--- config.mk ---
export PLATFORM = sky130hd
export DESIGN_NAME = pin_change_irq
export DESIGN_NICKNAME = d
export VERILOG_FILES = /design/src/rtl/pin_change_irq_pkg.sv /design/src/rtl/pci_rst_release.sv /design/src/rtl/pin_sync_bank.sv /design/src/rtl/level_change_det.sv /design/src/rtl/event_status_reg.sv /design/src/rtl/pin_change_irq.sv
export SDC_FILE = /design/constraint.sdc
export NUM_CORES = 1
export LEC_CHECK = 0
export BUFFER_PORTS_ARGS = -buffer_cell sky130_fd_sc_hd__buf_2
export CORE_MARGIN = 3
export CORE_UTILIZATION = 45
export DETAILED_ROUTE_END_ITERATION = 10
export GPL_TIMING_DRIVEN = 0
export PLACE_DENSITY_LB_ADDON = 0.3
export RECOVER_POWER = 25
export SKIP_CTS_REPAIR_TIMING = 1
export SYNTH_ARGS = -nofsm -noshare
export SYNTH_HDL_FRONTEND = slang
export SYNTH_HIERARCHICAL = 1
export SYNTH_SLANG_ARGS = --single-unit
--- constraint.sdc ---
create_clock -name clk -period 1 [get_ports clk]
set_input_delay 0 -clock clk [delete_from_list [all_inputs] [get_ports clk]]
set_output_delay 0 -clock clk [all_outputs]
set_load 0.01 [all_outputs]
--- src/rtl/pin_change_irq_pkg.sv ---
package pin_change_irq_pkg;
  localparam int unsigned REG_ADDR_W = 2;

  typedef enum logic [REG_ADDR_W-1:0] {
    SEL_EVENT = 2'd0,
    SEL_MASK  = 2'd1,
    SEL_LEVEL = 2'd2,
    SEL_SPARE = 2'd3
  } reg_sel_e;
endpackage

--- src/rtl/pci_rst_release.sv ---
// Asynchronous assert, synchronous release of the active-low reset.
module pci_rst_release #(
  parameter int unsigned STAGES = 2
) (
  input  logic clk,
  input  logic arst_n,
  output logic rst_n_o
);
  logic [STAGES-1:0] chain_q;
  logic [STAGES-1:0] chain_d;

  always_comb begin
    chain_d = {chain_q[STAGES-2:0], 1'b1};
  end

  always_ff @(posedge clk or negedge arst_n) begin
    if (!arst_n) chain_q <= '0;
    else         chain_q <= chain_d;
  end

  assign rst_n_o = chain_q[STAGES-1];
endmodule

--- src/rtl/pin_sync_bank.sv ---
// Multi-flop synchronizer, one chain per pin.
module pin_sync_bank #(
  parameter int unsigned WIDTH  = 2,
  parameter int unsigned STAGES = 2
) (
  input  logic             clk,
  input  logic             rst_n,
  input  logic [WIDTH-1:0] pin_async,
  output logic [WIDTH-1:0] pin_sync
);
  logic [WIDTH-1:0] stage_q [STAGES];
  logic [WIDTH-1:0] stage_d [STAGES];

  always_comb begin
    stage_d[0] = pin_async;
    for (int s = 1; s < STAGES; s++) stage_d[s] = stage_q[s-1];
  end

  generate
    for (genvar s = 0; s < STAGES; s++) begin : g_stage
      always_ff @(posedge clk or negedge rst_n) begin
        if (!rst_n) stage_q[s] <= '0;
        else        stage_q[s] <= stage_d[s];
      end
    end
  endgenerate

  assign pin_sync = stage_q[STAGES-1];
endmodule

--- src/rtl/level_change_det.sv ---
// Detects any change of the synchronized level once the synchronizer is filled.
module level_change_det #(
  parameter int unsigned WIDTH  = 2,
  parameter int unsigned STAGES = 2
) (
  input  logic             clk,
  input  logic             rst_n,
  input  logic [WIDTH-1:0] level_i,
  output logic [WIDTH-1:0] change_o
);
  localparam int unsigned CNT_W = $clog2(STAGES + 1);
  localparam logic [CNT_W-1:0] FILL_LAST = CNT_W'(STAGES);

  logic [CNT_W-1:0] fill_q, fill_d;
  logic             fill_done;
  logic             armed_q, armed_d;
  logic [WIDTH-1:0] prev_q, prev_d;
  logic             prev_en;

  always_comb begin
    fill_done = (fill_q == FILL_LAST);
    fill_d    = fill_done ? fill_q : fill_q + 1'b1;
    prev_en   = fill_done;
    prev_d    = prev_en ? level_i : prev_q;
    armed_d   = armed_q | fill_done;
    change_o  = armed_q ? (level_i ^ prev_q) : '0;
  end

  always_ff @(posedge clk or negedge rst_n) begin
    if (!rst_n) begin
      fill_q  <= '0;
      armed_q <= 1'b0;
      prev_q  <= '0;
    end else begin
      fill_q  <= fill_d;
      armed_q <= armed_d;
      prev_q  <= prev_d;
    end
  end

  generate
    for (genvar i = 0; i < WIDTH; i++) begin : g_chk
      // a reported change is a real change against the previous cycle
      assert_change_is_real_R2: assert property (@(posedge clk) disable iff (!rst_n)
        change_o[i] |-> (level_i[i] != $past(level_i[i])));
    end
  endgenerate
endmodule

--- src/rtl/event_status_reg.sv ---
// Sticky per-pin event bits with write-one-to-clear; set wins over clear.
module event_status_reg #(
  parameter int unsigned WIDTH = 2
) (
  input  logic             clk,
  input  logic             rst_n,
  input  logic [WIDTH-1:0] change_i,
  input  logic [WIDTH-1:0] clear_i,
  output logic [WIDTH-1:0] status_o
);
  logic [WIDTH-1:0] status_q, status_d;
  logic             upd_en;

  always_comb begin
    upd_en   = |{change_i, clear_i};
    status_d = upd_en ? ((status_q & ~clear_i) | change_i) : status_q;
  end

  always_ff @(posedge clk or negedge rst_n) begin
    if (!rst_n) status_q <= '0;
    else        status_q <= status_d;
  end

  assign status_o = status_q;

  generate
    for (genvar i = 0; i < WIDTH; i++) begin : g_chk
      assert_edge_sets_bit_R6: assert property (@(posedge clk) disable iff (!rst_n)
        change_i[i] |=> status_q[i]);
      assert_sticky_R10: assert property (@(posedge clk) disable iff (!rst_n)
        (status_q[i] && !clear_i[i]) |=> status_q[i]);
      assert_clear_works_R5: assert property (@(posedge clk) disable iff (!rst_n)
        (status_q[i] && clear_i[i] && !change_i[i]) |=> !status_q[i]);
      assert_no_spurious_set_R8: assert property (@(posedge clk) disable iff (!rst_n)
        $rose(status_q[i]) |-> $past(change_i[i]));
    end
  endgenerate
endmodule

--- src/rtl/pin_change_irq.sv ---
module pin_change_irq #(
  parameter int unsigned NUM_PINS    = 2,
  parameter int unsigned DATA_W      = 8,
  parameter int unsigned SYNC_STAGES = 2
) (
  input  logic                clk,
  input  logic                rst_n,
  input  logic [NUM_PINS-1:0] pin_in,
  input  logic [1:0]          reg_addr,
  input  logic                reg_wr,
  input  logic [DATA_W-1:0]   reg_wdata,
  output logic [DATA_W-1:0]   reg_rdata,
  output logic                irq
);
  import pin_change_irq_pkg::*;

  logic                rst_n_s;
  logic [NUM_PINS-1:0] level_s;
  logic [NUM_PINS-1:0] change;
  logic [NUM_PINS-1:0] clear;
  logic [NUM_PINS-1:0] status;
  logic [NUM_PINS-1:0] mask_q, mask_d;
  logic                mask_en;
  reg_sel_e            sel;

  pci_rst_release #(.STAGES(2)) u_rst (
    .clk     (clk),
    .arst_n  (rst_n),
    .rst_n_o (rst_n_s)
  );

  pin_sync_bank #(.WIDTH(NUM_PINS), .STAGES(SYNC_STAGES)) u_sync (
    .clk       (clk),
    .rst_n     (rst_n_s),
    .pin_async (pin_in),
    .pin_sync  (level_s)
  );

  level_change_det #(.WIDTH(NUM_PINS), .STAGES(SYNC_STAGES)) u_det (
    .clk      (clk),
    .rst_n    (rst_n_s),
    .level_i  (level_s),
    .change_o (change)
  );

  event_status_reg #(.WIDTH(NUM_PINS)) u_evt (
    .clk      (clk),
    .rst_n    (rst_n_s),
    .change_i (change),
    .clear_i  (clear),
    .status_o (status)
  );

  always_comb begin
    sel     = reg_sel_e'(reg_addr);
    clear   = (reg_wr && sel == SEL_EVENT) ? reg_wdata[NUM_PINS-1:0] : '0;
    mask_en = reg_wr && (sel == SEL_MASK);
    mask_d  = mask_en ? reg_wdata[NUM_PINS-1:0] : mask_q;
  end

  always_ff @(posedge clk or negedge rst_n_s) begin
    if (!rst_n_s) mask_q <= '1;
    else          mask_q <= mask_d;
  end

  always_comb begin
    reg_rdata = '0;
    unique case (sel)
      SEL_EVENT: reg_rdata[NUM_PINS-1:0] = status;
      SEL_MASK:  reg_rdata[NUM_PINS-1:0] = mask_q;
      SEL_LEVEL: reg_rdata[NUM_PINS-1:0] = level_s;
      SEL_SPARE: reg_rdata = '0;
      default:   reg_rdata = '0;
    endcase
  end

  assign irq = |(status & ~mask_q);

  generate
    if (DATA_W > NUM_PINS) begin : g_unused
      logic unused_wdata_hi;
      assign unused_wdata_hi = ^reg_wdata[DATA_W-1:NUM_PINS];
    end
  endgenerate

  assert_masked_quiet_R7: assert property (@(posedge clk) disable iff (!rst_n_s)
    (&mask_q) |-> !irq);
  assert_mask_reset_R1: assert property (@(posedge clk) disable iff (!rst_n_s)
    $rose(rst_n_s) |-> (&mask_q));
endmodule

==> run_results.csv, run 1 <==
group,metric,value,unit
placement,pre_cts_ws,-0.03994,ns
setup_path,critical_path_class,"flip-flop to output port",
timing,finalWorstPathRequiredPeriod,1.098,ns
clock_network,clk_latency,0.28,ns
setup_path,cp-end-kind,"output port",
layout,drive_gt1_share,45.68,%
placement,place_area,795.8,um^2
detailed_routing,drt_iter0_markers,3,
pwr,ir_drop,0.8672,mV
floorplan,die_x,44.97,um
job,drv_cap,0,
layout,fin_area,910.9,um^2
setup_path,cp_cell_sequence,"o2bb2ai_1 > buf_2",
status,outcome,"finished with violations",
status,violations,"setup timing",
setup_path,path_max_fanout,3,
layout,antenna_cells,0,
logic_synthesis,synth-seq-cells,15,
layout,seq_area,377.9,um^2
pwr,power_leakage,0.4747,nW
placement,io_buffers,11,
setup_path,reg2reg_slack,-0.09,ns
timing,setup_viol,7,
setup_path,r2r-end,"u_det/prev_q[0]",
logic_synthesis,netlist-cell-type-count,19,
timing,drv_slew,0,
layout,multi_input_area,285.3,um^2
clock_network,numCtsBuffers,3,
setup_path,crit_arrival,1.10,ns
timing,hold_viol_final,0,
clock_network,htree_levels,1,
timing,period_share,109.8,%
timing,finClkSkew,0.007737,ns
setup_path,r2r_cells,3,
global_routing,grt_max_degree,14,
floorplan,rows,13,
detailed_routing,via_per_inst,4.563,
detailed_routing,drt_wl_total,1144,um
clock_network,cts-root-buf,"clkbuf_4",
layout,layout_common_cells,"13 x dfrtp_1, 10 x buf_4, 10 x buf_2",
global_routing,overflow,0,
floorplan,ioPinCount,24,
floorplan,die_height,44.97,um
timing,layout_setup_ws,-0.09775,ns
setup_path,required,1.00,ns
setup_path,crit_path_start_kind,"flip-flop",
global_routing,grt_pass1_vias,391,
logic_synthesis,avgSynthCellArea,13.14,um^2
timing,fmax,911.0,MHz
detailed_routing,drc,0,
detailed_routing,wl_per_cell,11.92,um
placement,detailed_place_hpwl,795.2,um
layout,n_fill_cell,103,
detailed_routing,vias,438,
clock_network,cts_tree,"yes",
placement,place_congestion,0.7359,
clock_network,cts.clk_slew.worst_paths,0.08,ns
logic_synthesis,synth.cell_area,683.2,um^2
layout,layout_commonest_cell,"dfrtp_1",
detailed_routing,drt_first_pass_iters,3,
timing,rsz0062_at_grt,"true",
detailed_routing,ant_nets,0,
floorplan,start_util,50.00,%
global_routing,grt.total_usage,12.64,%
setup_path,slowest_stage,"dfstp_2",
floorplan,die-area,0.002022,mm^2
worst_hold_path,hp-class,"input pin to async pin",
logic_synthesis,synth_cells,52,
floorplan,core,0.001366,mm^2
pwr,power_density,1321,mW/mm^2
setup_path,reg2reg_from,"u_det/fill_q[0]",
layout,fin_nets,98,
setup_path,path_delay_family,"flip-flops",
global_routing,grt_pass1_wl,1635,um
clock_network,clock_path_buffers,2,
logic_synthesis,yosysSeqAreaShare,55.31,%
layout,area_delta_synth_final,33.33,%
timing,worst_hold_slack,0.02869,ns
setup_path,slowest_delay,0.56,ns
global_routing,antenna_found_initial,0,
setup_path,crit_buf_inv,1,
logic_synthesis,synth_warnings,6,
clock_network,cts.sinks,15,
==> worst max-delay path by stage <==
stage                                   from         endpoint  cells past startpoint
after detailed placement     u_det/fill_q[0]  u_det/prev_q[0]                      3
after global routing               mask_q[1]     reg_rdata[1]                      2
final                              mask_q[1]     reg_rdata[1]                      2
after floorplan              u_det/fill_q[0]  u_det/prev_q[0]                      3
after CTS                 u_sync/pin_sync[0]     reg_rdata[0]                      3
after global placement       u_det/fill_q[0]  u_det/prev_q[0]                      3
==> flip-flops by register name, indices dropped and copies added (netlist names) <==
register         count
mask_q               2
u_det/fill_q         2
u_det/prev_q         2
u_evt/status_o       2
u_rst/chain_q        2
u_sync/pin_sync      2
u_sync/stage_d       2
u_det/armed_q        1
==> routing by layer <==
| layer | vias to the layer above | GRT usage [%] | wire length [um] |
|---|---|---|---|
| met4 | 0 | 14.04 | 63 |
| li1 | 215 | - | - |
| met5 | - | 0 | 0 |
| met2 | 20 | 19.21 | 527 |
| met1 | 197 | 13.28 | 446 |
| met3 | 6 | 3.187 | 108 |
==> kinds of logic after synthesis <==
kind of cell / Yosys count / synth area share [%]
buf+inv: 12 / 9.889
compound gates: 5 / 5.678
xor+xnor: 3 / 3.847
mux: 7 / 12.09
other cells: 2 / 1.099
simple gates: 7 / 10.26
fa+ha+maj: 1 / 1.831
flops: 15 / 55.31
==> worst reg2reg max path, stage by stage, from the launching register on <==
cell	delay, ns
dfrtp_1	0.42
inv_2	0.08
ha_4	0.17
mux2_4	0.31
==> Yosys cell counts <==
cell / instances / area (um^2)
and2_1: 2 / 12.51
mux2i_1: 3 / 30.03
o2bb2ai_1: 2 / 17.52
ha_1: 1 / 12.51
nor2b_1: 1 / 6.260
mux2_4: 2 / 30.03
dfrtp_1: 13 / 325.3
or2_2: 1 / 6.260
a21o_1: 2 / 15.01
and4bb_2: 2 / 25.02
nand3b_4: 1 / 20.02
buf_4: 6 / 45.04
conb_1: 2 / 7.510
inv_1: 6 / 22.52
xor2_1: 2 / 17.52
xnor2_1: 1 / 8.760
o22ai_1: 1 / 6.260
dfstp_2: 2 / 52.55
mux2_2: 2 / 22.52
==> report_power, final <==
group / internal (mW) / total [mW] / switching, mW
sequential: 0.654 / 0.689 / 0.0354
combinational: 0.113 / 0.184 / 0.0704
clock: 0.148 / 0.330 / 0.182
total: 0.915 / 1.20 / 0.288
==> final cells by class <==
cell class | instances | area share, %
Tap cell | 15 | 2.060
Clock buffer | 3 | 2.473
Sequential cell | 15 | 41.48
Inverter | 6 | 2.473
Multi-Input combinational cell | 30 | 31.32
Buffer | 6 | 4.945
Clock inverter | 1 | 0.5495
Timing Repair Buffer | 20 | 14.70
==> metrics by stage <==
stage               power, mW  instances  util, %   TNS, ns
CTS                     1.194         87    60.26   -0.4234
global placement       0.8523         83    58.24  -0.07827
detailed placement     0.8584         83    58.24  -0.07922
global route            1.282         96    66.67   -0.8847
finish                  1.203         96    66.67   -0.5030
floorplan              0.7985         57        -  -0.01597
Note: power is estimated with default switching activity, not from simulation.
==> inputs of run 2 (changes only) <==
Settings changed: CORE_AREA set to 3 3 40 42, CORE_MARGIN 3 to unset, CORE_UTILIZATION 45 to unset, CTS_BUF_LIST set to sky130_fd_sc_hd__clkbuf_8, DIE_AREA set to 0 0 43 45.
==> run 2 against run 1 <==
Effect of this change:
- the run still ends with setup timing left
- wire length down 4.0%
- non-clock buffer count down 2
- design area down 0.27%
- setup slack better by 0.031 ns
- total power up 9.3%
- critical endpoint is now u_det/prev_q[0]
- sequential power about the same
- cell count down 2.1%
- die area down 4.3%
- global-route usage down 0.68 points
==> run_results.csv, run 2 (same netlist as run 1, synthesis figures left out) <==
group,metric,value,unit
clock_network,cts-root-buf,"clkbuf_8",
status,outcome,"finished with violations",
global_routing,antenna_found_initial,0,
timing,setup_viol,5,
layout,drive_gt1_share,45.57,%
layout,instances_no_fill,94,
placement,pre_cts_ws,-0.04567,ns
placement,place_congestion,0.6639,
setup_path,slowest_stage,"dfrtp_1",
global_routing,grt_pass1_wl,1614,um
setup_path,cp-end-kind,"flip-flop",
placement,detailed_place_hpwl,797.2,um
clock_network,cts_tree,"yes",
global_routing,grt_pass1_vias,382,
timing,drv_slew,0,
clock_network,cts.clk_slew.worst_paths,0.05,ns
layout,fin_nets,96,
clock_network,htree_levels,1,
layout,n_fill_cell,96,
setup_path,crit_arrival,1.19,ns
layout,antenna_cells,0,
timing,finClkSkew,0.001904,ns
timing,period_share,106.7,%
timing,tns,-0.2182,ns
timing,fmax,937.3,MHz
timing,rsz0062_at_grt,"true",
global_routing,grt_max_degree,14,
setup_path,critical_path_class,"flip-flop to flip-flop",
setup_path,path_delay_family,"flip-flops",
floorplan,die_height,45,um
setup_path,startpoint,"u_det/fill_q[0]",
timing,worst_hold_slack,0.01972,ns
setup_path,crit_path_start_kind,"flip-flop",
timing,hold_viol_final,0,
layout,layout_commonest_cell,"dfrtp_1",
status,violations,"setup timing",
floorplan,rows,13,
setup_path,cp_cell_sequence,"inv_2 > ha_4 > mux2_4",
global_routing,grt.total_usage,11.96,%
floorplan,core,0.001285,mm^2
setup_path,required,1.12,ns
setup_path,reg2reg_from,"u_det/fill_q[0]",
detailed_routing,wl_per_cell,11.68,um
detailed_routing,drt_iter0_markers,0,
floorplan,start_util,53.16,%
worst_hold_path,hp-start,"reg_wdata[0]",
clock_network,clock_path_buffers,2,
layout,layout_common_cells,"13 x dfrtp_1, 10 x buf_4, 10 x buf_2",
setup_path,path_max_fanout,5,
layout,area_delta_synth_final,32.97,%
detailed_routing,ant_nets,0,
detailed_routing,drc,0,
pwr,power_density,1448,mW/mm^2
global_routing,overflow,0,
job,drv_cap,0,
worst_hold_path,hp-class,"input pin to flip-flop",
setup_path,slowest_delay,0.40,ns
clock_network,numCtsBuffers,3,
detailed_routing,drt_first_pass_iters,1,
timing,finalWorstPathRequiredPeriod,1.067,ns
floorplan,die-area,0.001935,mm^2
pwr,power_leakage,0.4754,nW
setup_path,crit_buf_inv,1,
detailed_routing,drt_wl_total,1098,um
layout,seq_area,377.9,um^2
placement,dp.cells,83,
clock_network,clk_latency,0.24,ns
layout,multi_input_area,285.3,um^2
placement,io_buffers,11,
detailed_routing,vias,416,
timing,layout_setup_ws,-0.06684,ns
floorplan,ioPinCount,24,
pwr,ir_drop,1.421,mV
floorplan,die_x,43,um
detailed_routing,via_per_inst,4.426,
clock_network,cts.sinks,15,
[run 2: changes by cell type in the layout (fill, tap and decap cells not counted)]
cell,delta
clkinv_2,-1
dlygate4sd3_1,-2
clkbuf_4,-3
clkbuf_8,+3
inv_1,+1
[run 2: area by class of cell]
class | instances | share of cell area, %
inverter | 6 | 2.479
sequential | 15 | 41.60
buffer | 6 | 4.959
timing repair buffer | 18 | 12.53
tap | 15 | 2.066
clock buffer | 3 | 4.545
clock inverter | 1 | 0.4132
multi-input combinational | 30 | 31.41
[run 2: power by group]
part | switching [mW] | internal (mW) | total [mW]
logic | 0.0694 | 0.108 | 0.178
registers | 0.0355 | 0.655 | 0.691
clock network | 0.176 | 0.270 | 0.447
[run 2: worst paths after layout]
path	end	cells after the start	slack (ns)
min in group asynchronous	u_rst/chain_q[1]	2	0.08
worst min-delay path	mask_q[0]	2	0.02
max in group asynchronous	mask_q[1]	0	0.46
worst min register to register	u_sync/stage_d[1]	0	0.19
worst max-delay path	u_det/prev_q[0]	3	-0.07
worst max register to register	u_det/prev_q[0]	3	-0.07
[run 2: stage by stage]
stage,total power [mW],utilization (%),cell area [um^2]
finish,1.315,70.69,908.4
detailed placement,0.8583,61.93,795.8
floorplan,0.7985,-,721.9
global placement,0.8526,61.93,795.8
global route,1.384,70.69,908.4
CTS,1.314,65.43,840.8
[run 2: layer usage]
| layer | part of all wire [%] | global-route usage (%) | vias up |
|---|---|---|---|
| met5 | 0 | 0 | - |
| met4 | 1.5 | 10.84 | 0 |
| met3 | 4.6 | 2.390 | 2 |
| met2 | 53 | 19.46 | 11 |
| met1 | 41 | 13.25 | 193 |
| li1 | - | - | 210 |
